<file path="src/rtl/intx_msg_pkg.sv">
package intx_msg_pkg;

  localparam logic [2:0] FMT_4DW_NODATA = 3'b001;
  localparam logic [4:0] TYPE_MSG_LOCAL = 5'b10100;
  localparam int         HDR_W          = 128;
  localparam int         RID_W          = 16;

  typedef logic [HDR_W-1:0] hdr_t;

  function automatic hdr_t pack_hdr(input logic [RID_W-1:0] rid,
                                    input logic [7:0]       code);
    logic [31:0] dw0;
    logic [31:0] dw1;
    dw0 = {FMT_4DW_NODATA, TYPE_MSG_LOCAL, 24'h0};
    dw1 = {rid, 8'h00, code};
    return {dw0, dw1, 64'h0};
  endfunction

endpackage

</file>
<file path="src/rtl/intx_line_track.sv">
module intx_line_track #(
  parameter int NUM_LINES = 4,
  parameter int LW        = 2
) (
  input  logic                 clk,
  input  logic                 rst_n,
  input  logic [NUM_LINES-1:0] lvl_in,
  input  logic                 mask_in,
  input  logic                 done,
  input  logic [LW-1:0]        done_line,
  input  logic                 done_asrt,
  output logic [NUM_LINES-1:0] pend_asrt,
  output logic [NUM_LINES-1:0] pend_deas
);

  logic [NUM_LINES-1:0] lvl_q;
  logic                 mask_q;
  logic [NUM_LINES-1:0] told_q;
  logic [NUM_LINES-1:0] told_nxt;
  logic [NUM_LINES-1:0] eff;

  always_ff @(posedge clk or negedge rst_n) begin
    if (!rst_n) begin
      mask_q <= 1'b0;
    end else begin
      mask_q <= mask_in;
    end
  end

  always_comb begin
    told_nxt = told_q;
    if (done) begin
      told_nxt[done_line] = done_asrt;
    end
  end

  genvar g;
  generate
    for (g = 0; g < NUM_LINES; g++) begin : g_line
      always_ff @(posedge clk or negedge rst_n) begin
        if (!rst_n) begin
          lvl_q[g]  <= 1'b0;
          told_q[g] <= 1'b0;
        end else begin
          lvl_q[g] <= lvl_in[g];
          if (done) begin
            told_q[g] <= told_nxt[g];
          end
        end
      end
    end
  endgenerate

  always_comb begin
    eff       = lvl_q & ~{NUM_LINES{mask_q}};
    pend_asrt = eff & ~told_q;
    pend_deas = ~eff & told_q;
  end

  AST_NO_REDUNDANT_MSG: assert property (@(posedge clk) disable iff (!rst_n)
    done |-> (told_q[done_line] != done_asrt)) else $error("redundant message");

endmodule

</file>
<file path="src/rtl/intx_prio_pick.sv">
module intx_prio_pick #(
  parameter int NUM_LINES = 4,
  parameter int LW        = 2
) (
  input  logic                 clk,
  input  logic                 rst_n,
  input  logic [NUM_LINES-1:0] req,
  output logic [NUM_LINES-1:0] grant,
  output logic [LW-1:0]        idx,
  output logic                 any
);

  always_comb begin
    grant = '0;
    idx   = '0;
    for (int i = NUM_LINES - 1; i >= 0; i--) begin
      if (req[i]) begin
        grant    = '0;
        grant[i] = 1'b1;
        idx      = LW'(i);
      end
    end
    any = |req;
  end

  AST_GRANT_LOWEST: assert property (@(posedge clk) disable iff (!rst_n)
    any |-> (grant == (req & (~req + NUM_LINES'(1))))) else $error("priority");

endmodule

</file>
<file path="src/rtl/intx_hdr_fmt.sv">
module intx_hdr_fmt
  import intx_msg_pkg::*;
#(
  parameter int         NUM_LINES = 4,
  parameter int         LW        = 2,
  parameter logic [7:0] CODE_BASE = 8'h20
) (
  input  logic [LW-1:0]    line,
  input  logic             asrt,
  input  logic [RID_W-1:0] rid,
  output hdr_t             hdr
);

  localparam logic [7:0] DEAS_BASE = CODE_BASE + 8'(NUM_LINES);

  logic [7:0] code;

  always_comb begin
    code = (asrt ? CODE_BASE : DEAS_BASE) + 8'(line);
    hdr  = pack_hdr(rid, code);
  end

endmodule

</file>
<file path="src/rtl/intx_vwire_msgr.sv">
module intx_vwire_msgr
  import intx_msg_pkg::*;
#(
  parameter int         NUM_LINES = 4,
  parameter logic [7:0] CODE_BASE = 8'h20
) (
  input  logic                 clk,
  input  logic                 rst_n,
  input  logic [NUM_LINES-1:0] intx_lvl,
  input  logic                 intx_mask,
  input  logic [15:0]          requester_id,
  output logic                 msg_valid,
  input  logic                 msg_ready,
  output logic [127:0]         msg_hdr
);

  localparam int LW = (NUM_LINES > 1) ? $clog2(NUM_LINES) : 1;

  logic [1:0]           rst_sync;
  logic                 rst_i;
  logic [NUM_LINES-1:0] pend_asrt;
  logic [NUM_LINES-1:0] pend_deas;
  logic [NUM_LINES-1:0] grant;
  logic [LW-1:0]        pick_idx;
  logic                 pick_any;
  logic                 launch;
  logic                 accept;

  logic                 valid_q, valid_d;
  logic [LW-1:0]        line_q, line_d;
  logic                 asrt_q, asrt_d;
  logic [RID_W-1:0]     rid_q, rid_d;
  logic                 load_en;

  always_ff @(posedge clk or negedge rst_n) begin
    if (!rst_n) begin
      rst_sync <= 2'b00;
    end else begin
      rst_sync <= {rst_sync[0], 1'b1};
    end
  end
  assign rst_i = rst_sync[1];

  intx_line_track #(.NUM_LINES(NUM_LINES), .LW(LW)) u_track (
    .clk       (clk),
    .rst_n     (rst_i),
    .lvl_in    (intx_lvl),
    .mask_in   (intx_mask),
    .done      (accept),
    .done_line (line_q),
    .done_asrt (asrt_q),
    .pend_asrt (pend_asrt),
    .pend_deas (pend_deas)
  );

  intx_prio_pick #(.NUM_LINES(NUM_LINES), .LW(LW)) u_pick (
    .clk   (clk),
    .rst_n (rst_i),
    .req   (pend_asrt | pend_deas),
    .grant (grant),
    .idx   (pick_idx),
    .any   (pick_any)
  );

  always_comb begin
    accept  = valid_q & msg_ready;
    launch  = ~valid_q & pick_any;
    load_en = launch;
    valid_d = valid_q;
    line_d  = line_q;
    asrt_d  = asrt_q;
    rid_d   = rid_q;
    if (accept) begin
      valid_d = 1'b0;
    end
    if (launch) begin
      valid_d = 1'b1;
      line_d  = pick_idx;
      asrt_d  = |(grant & pend_asrt);
      rid_d   = requester_id;
    end
  end

  always_ff @(posedge clk or negedge rst_i) begin
    if (!rst_i) begin
      valid_q <= 1'b0;
      line_q  <= '0;
      asrt_q  <= 1'b0;
      rid_q   <= '0;
    end else begin
      valid_q <= valid_d;
      if (load_en) begin
        line_q <= line_d;
        asrt_q <= asrt_d;
        rid_q  <= rid_d;
      end
    end
  end

  intx_hdr_fmt #(.NUM_LINES(NUM_LINES), .LW(LW), .CODE_BASE(CODE_BASE)) u_fmt (
    .line (line_q),
    .asrt (asrt_q),
    .rid  (rid_q),
    .hdr  (msg_hdr)
  );

  assign msg_valid = valid_q;

  AST_HOLD_STABLE: assert property (@(posedge clk) disable iff (!rst_i)
    (msg_valid && !msg_ready) |=> (msg_valid && $stable(msg_hdr))) else $error("hold");

  AST_ONE_IN_FLIGHT: assert property (@(posedge clk) disable iff (!rst_i)
    (msg_valid && msg_ready) |=> !msg_valid) else $error("in flight");

  AST_LAUNCH_HAS_CAUSE: assert property (@(posedge clk) disable iff (!rst_i)
    $rose(msg_valid) |-> $past(pick_any)) else $error("spurious launch");

endmodule

</file>
<file path="config.mk">
export PLATFORM = sky130hd
export DESIGN_NAME = intx_vwire_msgr
export DESIGN_NICKNAME = d
export VERILOG_FILES = /design/src/rtl/intx_msg_pkg.sv /design/src/rtl/intx_line_track.sv /design/src/rtl/intx_prio_pick.sv /design/src/rtl/intx_hdr_fmt.sv /design/src/rtl/intx_vwire_msgr.sv
export SDC_FILE = /design/constraint.sdc
export NUM_CORES = 1
export LEC_CHECK = 0
export BUFFER_PORTS_ARGS = -buffer_cell sky130_fd_sc_hd__buf_2
export CAP_MARGIN = 40
export CORE_MARGIN = 2
export CORE_UTILIZATION = 46
export CTS_CLUSTER_SIZE = 16
export DETAILED_ROUTE_END_ITERATION = 10
export GPL_TIMING_DRIVEN = 0
export PLACE_DENSITY = 0.95
export SLEW_MARGIN = 30
export SYNTH_ARGS = -nofsm -noshare
export SYNTH_HDL_FRONTEND = slang
export SYNTH_HIERARCHICAL = 1
export SYNTH_SLANG_ARGS = --single-unit
</file>
<file path="constraint.sdc">
create_clock -name clk -period 1.8 [get_ports clk]
set_input_delay 0 -clock clk [delete_from_list [all_inputs] [get_ports clk]]
set_output_delay 0 -clock clk [all_outputs]
set_load 0.005 [all_outputs]
</file>
==> results of run 1 <==
==> routing by layer <==
metal	global-route usage, %	vias up
met5	0	-
met4	6.151	0
met2	31.09	98
met1	15.95	728
li1	-	838
met3	5.622	12
==> worst max path at each step <==
stage | to | slack, ps | depth (start not counted)
6_report | rid_q[2]$_DFFE_PN0P_ | -370 | 7
5_1_grt | rid_q[7]$_DFFE_PN0P_ | -430 | 7
4_1_cts | rid_q[1]$_DFFE_PN0P_ | -360 | 7
3_5_place_dp | rid_q[7]$_DFFE_PN0P_ | -390 | 7
3_3_place_gp | rid_q[9]$_DFFE_PN0P_ | -370 | 7
2_1_floorplan | line_q[0]$_DFFE_PN0P_ | -280 | 7
==> report_power, final <==
group          internal [W]  switching (W)
logic               0.00137       0.000694
clock network      0.000269       0.000252
registers          0.000980       0.000239
total               0.00262        0.00119
==> cell type report <==
type | count | share of cell area [%]
buffer | 130 | 28.92
clock inverter | 2 | 0.3634
sequential | 31 | 22.57
tap | 67 | 2.435
clock buffer | 6 | 2.108
multi-input combinational | 167 | 29.14
inverter | 3 | 0.3270
timing repair buffer | 71 | 14.14
==> critical path, stage by stage (launching register included) <==
cell      delay, ps
dfrtp_1         410
nand2b_4        150
and2_1          120
or2_4           230
or4_4           520
nor2b_4         160
buf_12          150
mux2_4          300
==> cells in the mapped netlist, drive strengths merged <==
master and n:
a21o 1, inv 3, dfrtp 31, conb 3
a21oi 1, or4 1, and2 5, or2 4
nor3b 2, a31oi 1, nor2b 1, nor4b 1
mux2 22, buf 130, nor2 7, nand2b 5
a22oi 2, nor3 1, nand3b 2, nand3 1
==> flip-flops by register name, summed over array words and instances (netlist names) <==
name	count
u_track/told_q	4
rid_q	16
rst_sync	2
line_q	2
msg_valid	1
asrt_q	1
u_track/mask_q	1
u_track/lvl_q	4
==> what timing repair did <==
item | CTS | global route
resized for setup | 4 | 6
hold endpoints to repair | 24 | 0
cloned | 0 | 0
hold buffers | 23 | 0
pin swaps | 2 | 3
endpoints found under the setup margin | 20 | 20
buffers inserted | 5 | 0
==> through the flow <==
step	worst slack (ps)	utilization [%]
3_5_place_dp	-390.3	63.76
6_report	-365.9	71.95
2_1_floorplan	-282.8	-
3_3_place_gp	-374.7	63.74
5_1_grt	-427.0	71.95
4_1_cts	-362.6	71.40
==> logic make-up (layout without fill, tap and decap cells) <==
group,count (synthesis),after routing,share of synthesized area [%]
mux,22,22,13.43
buf+inv,133,212,43.04
compound gates,5,5,1.456
simple gates,30,30,8.144
other cells,3,110,0.4854
flops,31,31,33.44
==> metrics, run 1 <==
status=complete, but fails checks; failing checks=setup timing; IO buf count=43; CTS Sinks=31; CP Max Fanout=10; Tmin final=2166 ps; Pre-Repair DR Iteration Count=4; Hold WC Path Type=input pin to asynchronous set/reset pin; Max Slew Vio Count=0; Final WS setup=-365.9 ps; worst hold slack=50.01 ps; clock-pin slew on the worst setup and hold paths=about 70 ps; measured slew at the worst slew-check pin=between 600 and 700 ps; Post-Synthesis Mean Instance Area=10.36 µm²; CP Launch Point=u_track/mask_q$_DFF_PN0_; Critical Path AT=2340 ps; critical path class=flop to flop; worst flop-to-flop path startpoint=u_track/mask_q$_DFF_PN0_; Total Routing Usage GR=approximately 16%; Initial Util=48.47%; most common cell after layout, fill and taps aside=buf_4; Avg WL per Cell=10.36 µm; final setup fails=20; DIE AREA=5627 µm²; vias post-DR=1676; final hold violations=0; post-DP HPWL=3.374 mm; post-synth cell types=25; post-synth top area share=41.42%; CTS tree=yes; Non-Filler Instances=between 400 and 500; 1st-iter DRT viols=18; Req. time, crit path=1970 ps; # fillers=346; synthesized netlist cell count=224; Top Layer Used=met4; MaxCap Viol Count=0; Die Y=75.02 µm; synth top area cells=buf_4 41%, dfrtp_1 33%, mux2_4 11%; routed wire length=4.941 mm; DR WL met3=597 µm; first-pass GRT wire length=6.762 mm; number of vias per cell=3.514; P_leak=2.045 nW; Max Clk Rate=461.7 MHz; period utilisation layout=120.3%; mapped cell area=2320 µm²; fin nets=approximately 430; Yosys reg bits=31; Seq/Total Area, Yosys=33.44%; footprint of the multi-input gates=1003 µm²; largest net degree at the start of global routing=30; reg-to-reg endpoint=rid_q[2]$_DFFE_PN0P_; Antenna diodes=0; clk buf depth=2; RSZ-0062 raised after global routing=yes; Reg2Reg Depth=7; setup TNS=-7013 ps; dpl cell area=between 3000 and 4000 µm²; Rows=25; Pwr per Cell Area=1106 nW/µm²; initial antenna violation count=0; total congestion overflow=0; most frequent cells in the layout=132 x buf_4, 110 x conb_1, 43 x buf_2; # IOs=between 150 and 200; sequential standard cell area=777.0 µm²; nature of the critical path startpoint=flop; post-route antenna net violation count=0; TritonCTS buffer count=5; Placed Cells=441; flop-to-flop setup slack=-370 ps; GP Congestion=0.6589; # DRC=0; CORE AREA=4786 µm²; worst-case vdd ir drop=891.0 µV; Crit. End Element=flop; worst-skew pair later-pin latency=280 ps; Yosys warning count=6; Final Cell Area=around 3400 µm²; Area Growth Syn to Fin=48.44%; Die X=75.02 µm; clk_skew=9.187 ps; root buf cell=clkbuf_8; worst rel slew slack=57.96%; cell accounting for the most synthesized area=buf_4; vias in the first global route=1489; met1 WL=between 1.5 and 2 mm; layout cells sized above 1=between 50% and 60%; met2 routed WL=2.648 mm; htree depth=2; total power=roughly 0.0038 W
(Power assumes the default switching activity.)
==> inputs of run 2 (changes only) <==
--- a/config.mk
+++ b/config.mk
@@ -13,6 +13,7 @@
 export DETAILED_ROUTE_END_ITERATION = 10
 export GPL_TIMING_DRIVEN = 0
 export PLACE_DENSITY = 0.95
+export RECOVER_POWER = 50
 export SLEW_MARGIN = 30
 export SYNTH_ARGS = -nofsm -noshare
 export SYNTH_HDL_FRONTEND = slang
==> metrics, run 2 (same netlist as run 1, synthesis figures left out) <==
status=complete, but fails checks (unchanged); failing checks=setup timing (unchanged); vias post-DR=1674 (was 1676); switching share of power=31.14% (was 31.13%); worst rel slew slack=22.94% (was 57.96%); Pwr per Cell Area=1107 nW/µm² (was 1106 nW/µm²); internal power=0.002622 W (was 0.002623 W); MaxCap Viol Count=0 (unchanged); post-DP HPWL=3.374 mm (unchanged); Critical Path Slowest Stage Cell=or4_4 (unchanged); Pre-Repair DR Iteration Count=4 (unchanged); RSZ-0062 raised after global routing=yes (unchanged); initial antenna violation count=0 (unchanged); Combinational Power Share=54.3% (about the same); layout cells sized above 1=52.93% (was 53.66%); final setup fails=20 (unchanged); Die X=75.02 µm (unchanged); most frequent cells in the layout=132 x buf_4, 110 x conb_1, 41 x buf_2 (was 132 x buf_4, 110 x conb_1, 43 x buf_2); CTS tree=yes (unchanged); Clock power frac=13.7% (about the same); fin nets=433 (unchanged); 1st-iter DRT viols=18 (unchanged); Critical Path AT=2340 ps (about the same); period utilisation layout=120.2% (was 120.3%); Tmin final=2164 ps (was 2166 ps); Max Clk Rate=462.0 MHz (was 461.7 MHz); CTS Sinks=31 (unchanged); CORE AREA=4786 µm² (unchanged); Crit. End Element=flop (unchanged); routed wire length=4.939 mm (was 4.941 mm); first-pass GRT wire length=6.762 mm (unchanged); Max Slew Vio Count=0 (unchanged); total congestion overflow=0 (unchanged); nature of the critical path startpoint=flop (unchanged); clk_skew=9.005 ps (was 9.187 ps); # IOs=153 (unchanged); vias in the first global route=1489 (unchanged); worst hold slack=55.97 ps (was 50.01 ps); # DRC=0 (unchanged); Req. time, crit path=1970 ps (about the same); GP Congestion=0.6589 (unchanged); most flop-heavy register=rid_q (unchanged); number of vias per cell=3.509 (was 3.514); Final WS setup=-364.4 ps (was -365.9 ps); Reg2Reg Depth=7 (unchanged); TritonCTS buffer count=5 (unchanged); CP Max Fanout=10 (unchanged); critical path class=flop to flop (unchanged); clock-pin slew on the worst setup and hold paths=70 ps (about the same); worst-path cell chain=nand2b_4, and2_1, or2_4, or4_4, nor2b_4, buf_12, mux2_4 (unchanged); IO buf count=43 (unchanged); worst flop-to-flop path startpoint=u_track/mask_q$_DFF_PN0_ (unchanged); htree depth=2 (unchanged); root buf cell=clkbuf_8 (unchanged); total power=0.003807 W (was 0.003808 W); Rows=25 (unchanged); measured slew at the worst slew-check pin=1156 ps (was 630.6 ps); final hold violations=0 (unchanged); CP peak stage delay=520 ps (about the same); worst-skew pair later-pin latency=280 ps (about the same); post-layout util=71.87% (was 71.95%); WP buf/inv=1 (unchanged); DIE AREA=5627 µm² (unchanged); Total Routing Usage GR=16.27% (unchanged); clk buf depth=2 (unchanged); # fillers=346 (unchanged); Avg WL per Cell=10.35 µm (was 10.36 µm); NetSw=0.001185 W (unchanged); Hold WC Path Type=input pin to asynchronous set/reset pin (unchanged); Die Y=75.02 µm (unchanged); most common cell after layout, fill and taps aside=buf_4 (unchanged); P_leak=2.040 nW (was 2.045 nW); Initial Util=48.47% (unchanged); Top Registers=rid_q x16, u_track/lvl_q x4, u_track/told_q x4 (unchanged); setup TNS=-6986 ps (was -7013 ps); worst-case vdd ir drop=890.4 µV (was 891.0 µV); Area Growth Syn to Fin=48.27% (was 48.44%); max reg flops=16 (unchanged); CP Launch Point=u_track/mask_q$_DFF_PN0_ (unchanged); largest net degree at the start of global routing=30 (unchanged); Antenna diodes=0 (unchanged); post-route antenna net violation count=0 (unchanged); Worst path depth=7 (unchanged); sequential share of power=32.0% (about the same); CP top delay family=simple AND/OR/NAND/NOR gates (unchanged)
run 2: repair_timing:
action,4_1_cts,5_1_grt
pin swaps,2,3
cloned,0,0
setup endpoints to repair,20,20
hold buffers,23,0
gates resized for setup,4,6
setup buffers,5,0
hold endpoints to repair,24,0
run 2: layout make-up:
cell class	count	area [µm²]	area share, %
plain buffers	130	996.0	28.96
clock buffers	6	72.57	2.110
clock inverters	2	12.51	0.3638
inverters	3	11.26	0.3274
multi-input cells	167	1003	29.17
flip-flops and latches	31	775.7	22.55
well taps	67	83.83	2.437
repair buffers	71	484.2	14.08
run 2: per-stage QoR:
stage	instances	cell area, µm²	worst slack [ps]
after floorplan	331	2751	-282.8
after global placement	441	3050	-374.7
after detailed placement	441	3052	-390.3
after CTS	477	3417	-362.6
after global routing	477	3440	-427.0
final	477	3440	-364.4
run 2: worst paths after layout:
path,endpoint,slack (ps)
max in group asynchronous,rid_q[4]$_DFFE_PN0P_,620
min in group clk,u_track/mask_q$_DFF_PN0_,350
hold reg to reg,rst_sync[1]$_DFF_PN0_,360
hold / removal,rst_sync[0]$_DFF_PN0_,60
setup / recovery,rid_q[2]$_DFFE_PN0P_,-360
setup reg to reg,rid_q[2]$_DFFE_PN0P_,-360
run 2: power groups by stage:
stage | logic, W | clock network (W) | registers, W
after floorplan | 0.00145 | 0 | 0.00114
after global placement | 0.00176 | 0 | 0.00119
after detailed placement | 0.00183 | 0 | 0.00121
after CTS | 0.00198 | 0.000534 | 0.00121
after global routing | 0.00221 | 0.000574 | 0.00125
final | 0.00207 | 0.000522 | 0.00122
run 2: routing by layer:
layer,vias to the layer above,GRT usage [%],wire (µm)
li1,838,-,-
met1,728,15.95,1588
met2,96,31.09,2651
met3,12,5.622,590
met4,0,6.151,108
met5,-,0,0
==> inputs of run 3 (changes only) <==
--- a/config.mk
+++ b/config.mk
@@ -14,6 +14,7 @@
 export GPL_TIMING_DRIVEN = 0
 export PLACE_DENSITY = 0.95
 export RECOVER_POWER = 50
+export REMOVE_ABC_BUFFERS = 1
 export SLEW_MARGIN = 30
 export SYNTH_ARGS = -nofsm -noshare
 export SYNTH_HDL_FRONTEND = slang
==> metrics, run 3 (same netlist as run 1, synthesis figures left out) <==
max reg flops=16 (unchanged); clock-pin slew on the worst setup and hold paths=60 ps (was 70 ps); Total Routing Usage GR=14.02% (was 16.27%); # DRC=0 (unchanged); worst-case vdd ir drop=789.2 µV (was 890.4 µV); routed wire length=3.994 mm (was 4.939 mm); Reg2Reg Depth=6 (was 7); most common cell after layout, fill and taps aside=conb_1 (was buf_4); final setup fails=20 (unchanged); post-route antenna net violation count=0 (unchanged); clk buf depth=2 (unchanged); CTS Sinks=31 (unchanged); failing checks=setup timing (unchanged); Final WS setup=-311.8 ps (was -364.4 ps); post-layout util=50.59% (was 71.87%); first-pass GRT wire length=5.609 mm (was 6.762 mm); Avg WL per Cell=11.54 µm (was 10.35 µm); Rows=25 (unchanged); flop-to-flop setup slack=-310 ps (was -360 ps); most frequent cells in the layout=110 x conb_1, 34 x buf_2, 31 x dfrtp_1 (was 132 x buf_4, 110 x conb_1, 41 x buf_2); measured slew at the worst slew-check pin=1106 ps (was 1156 ps); worst rel slew slack=26.24% (was 22.94%); total congestion overflow=0 (unchanged); Top Usage Layer GRT=met2 (unchanged); fin nets=302 (was 433); worst-path cell chain=nand2b_4, and2_4, or2_4, or4_4, nor2b_4, mux2_2 (was nand2b_4, and2_1, or2_4, or4_4, nor2b_4, buf_12, mux2_4); # IOs=153 (unchanged); Crit. End Element=flop (unchanged); Critical Path Slowest Stage Cell=or4_4 (unchanged); htree depth=2 (unchanged); CP peak stage delay=540 ps (was 520 ps); status=complete, but fails checks (unchanged); Hold WC Path Type=input pin to asynchronous set/reset pin (unchanged); CTS tree=yes (unchanged); layout cells sized above 1=27.60% (was 52.93%); Antenna diodes=0 (unchanged); worst-skew pair later-pin latency=290 ps (was 280 ps); largest net degree at the start of global routing=30 (unchanged); Tmin final=2112 ps (was 2164 ps); final hold violations=0 (unchanged); CP Launch Point=u_track/mask_q$_DFF_PN0_ (unchanged); # fillers=412 (was 346); Pwr per Cell Area=1310 nW/µm² (was 1107 nW/µm²); RSZ-0062 raised after global routing=yes (unchanged); clk_skew=6.764 ps (was 9.005 ps); Die X=75.02 µm (unchanged); period utilisation layout=117.3% (was 120.2%); number of vias per cell=3.731 (was 3.509); GP Congestion=0.7099 (was 0.6589); most flop-heavy register=rid_q (unchanged); vias post-DR=1291 (was 1674); Initial Util=48.47% (unchanged); root buf cell=clkbuf_8 (unchanged); CP endpoint=rid_q[10]$_DFFE_PN0P_ (was rid_q[2]$_DFFE_PN0P_); setup TNS=-5731 ps (was -6986 ps); P_leak=1.321 nW (was 2.040 nW); Max Clk Rate=473.5 MHz (was 462.0 MHz); DP Worst Slack=-500.1 ps (was -390.3 ps); worst flop-to-flop path startpoint=u_track/mask_q$_DFF_PN0_ (unchanged); IO buf count=43 (unchanged); GR Util met3=4.819% (was 5.622%); Critical Path AT=2280 ps (was 2340 ps); 1st-iter DRT viols=13 (was 18); Area Growth Syn to Fin=4.369% (was 48.27%); DIE AREA=5627 µm² (unchanged); MaxCap Viol Count=0 (unchanged); Top Registers=rid_q x16, u_track/lvl_q x4, u_track/told_q x4 (unchanged); TritonCTS buffer count=5 (unchanged); reg-to-reg endpoint=rid_q[10]$_DFFE_PN0P_ (was rid_q[2]$_DFFE_PN0P_); Pre-Repair DR Iteration Count=4 (unchanged); post-DP HPWL=2.522 mm (was 3.374 mm); initial antenna violation count=0 (unchanged); GR Util met1=14.81% (was 15.95%); critical path class=flop to flop (unchanged); Max Slew Vio Count=0 (unchanged); CORE AREA=4786 µm² (unchanged); M2 GR Usage=25.24% (was 31.09%); vias in the first global route=1164 (was 1489); Req. time, crit path=1970 ps (about the same); Die Y=75.02 µm (unchanged); CP Max Fanout=10 (unchanged); nature of the critical path startpoint=flop (unchanged)
[run 3: changes by cell type in the layout (fill, tap and decap cells not counted)]
cell | before | now
buf_4 | 132 | 2
buf_2 | 41 | 34
clkbuf_1 | 3 | 10
nor2b_4 | 1 | 3
buf_12 | 1 | 0
buf_6 | 1 | 0
buf_8 | 1 | 0
nand2b_1 | 1 | 2
nand2b_4 | 4 | 3
nor2_1 | 6 | 7
nor2_4 | 1 | 0
[run 3: metrics by stage]
step	cells	power, W	area (µm²)	hold slack, ps
detailed placement	311	0.002460	2034	-212.6
floorplan	201	0.002047	1734	-295.6
finish	346	0.003172	2421	39.77
global placement	311	0.002386	2033	-213.1
global route	346	0.003397	2421	35.48
CTS	346	0.003181	2434	34.40
[run 3: layout make-up]
type | count | area [µm²] | area share (%)
timing repair buffer | 68 | 449.2 | 18.55
multi-input combinational | 169 | 1016 | 41.96
clock inverter | 2 | 12.51 | 0.5168
inverter | 3 | 11.26 | 0.4651
clock buffer | 6 | 72.57 | 2.997
sequential | 31 | 775.7 | 32.04
tap | 67 | 83.83 | 3.463
[run 3: repair_timing]
action / CTS / global route
gates resized for setup: 12 / 0
cloned: 2 / 0
pin swaps: 4 / 0
hold endpoints to repair: 24 / 0
hold buffers: 23 / 0
setup buffers: 2 / 0
endpoints found under the setup margin: 20 / 20
[run 3: worst min path at each step]
stage	from	end	slack (ps)
global route	rst_n	rst_sync[0]$_DFF_PN0_	40
detailed placement	rst_n	rst_sync[0]$_DFF_PN0_	-210
floorplan	rst_n	rst_sync[0]$_DFF_PN0_	-300
global placement	rst_n	rst_sync[0]$_DFF_PN0_	-210
finish	rst_n	rst_sync[1]$_DFF_PN0_	40
CTS	rst_n	rst_sync[0]$_DFF_PN0_	30
[run 3: per-layer routing]
| layer | part of all wire, % | vias up |
|---|---|---|
| li1 | - | 582 |
| met1 | 33 | 597 |
| met2 | 55 | 103 |
| met3 | 10 | 9 |
| met4 | 2.1 | 0 |
| met5 | 0 | - |
[run 3: critical path: cells and delay by family, from the launching register on]
family	cells	cell delay (ps)
flops	1	400
simple gates	5	1270
mux	1	310
[run 3: power by group]
group / internal [W] / total (W) / switching (W)
logic: 0.000848 / 0.00143 / 0.000578
clock network: 0.000269 / 0.000530 / 0.000260
registers: 0.000979 / 0.00122 / 0.000237
total: 0.00210 / 0.00317 / 0.00108
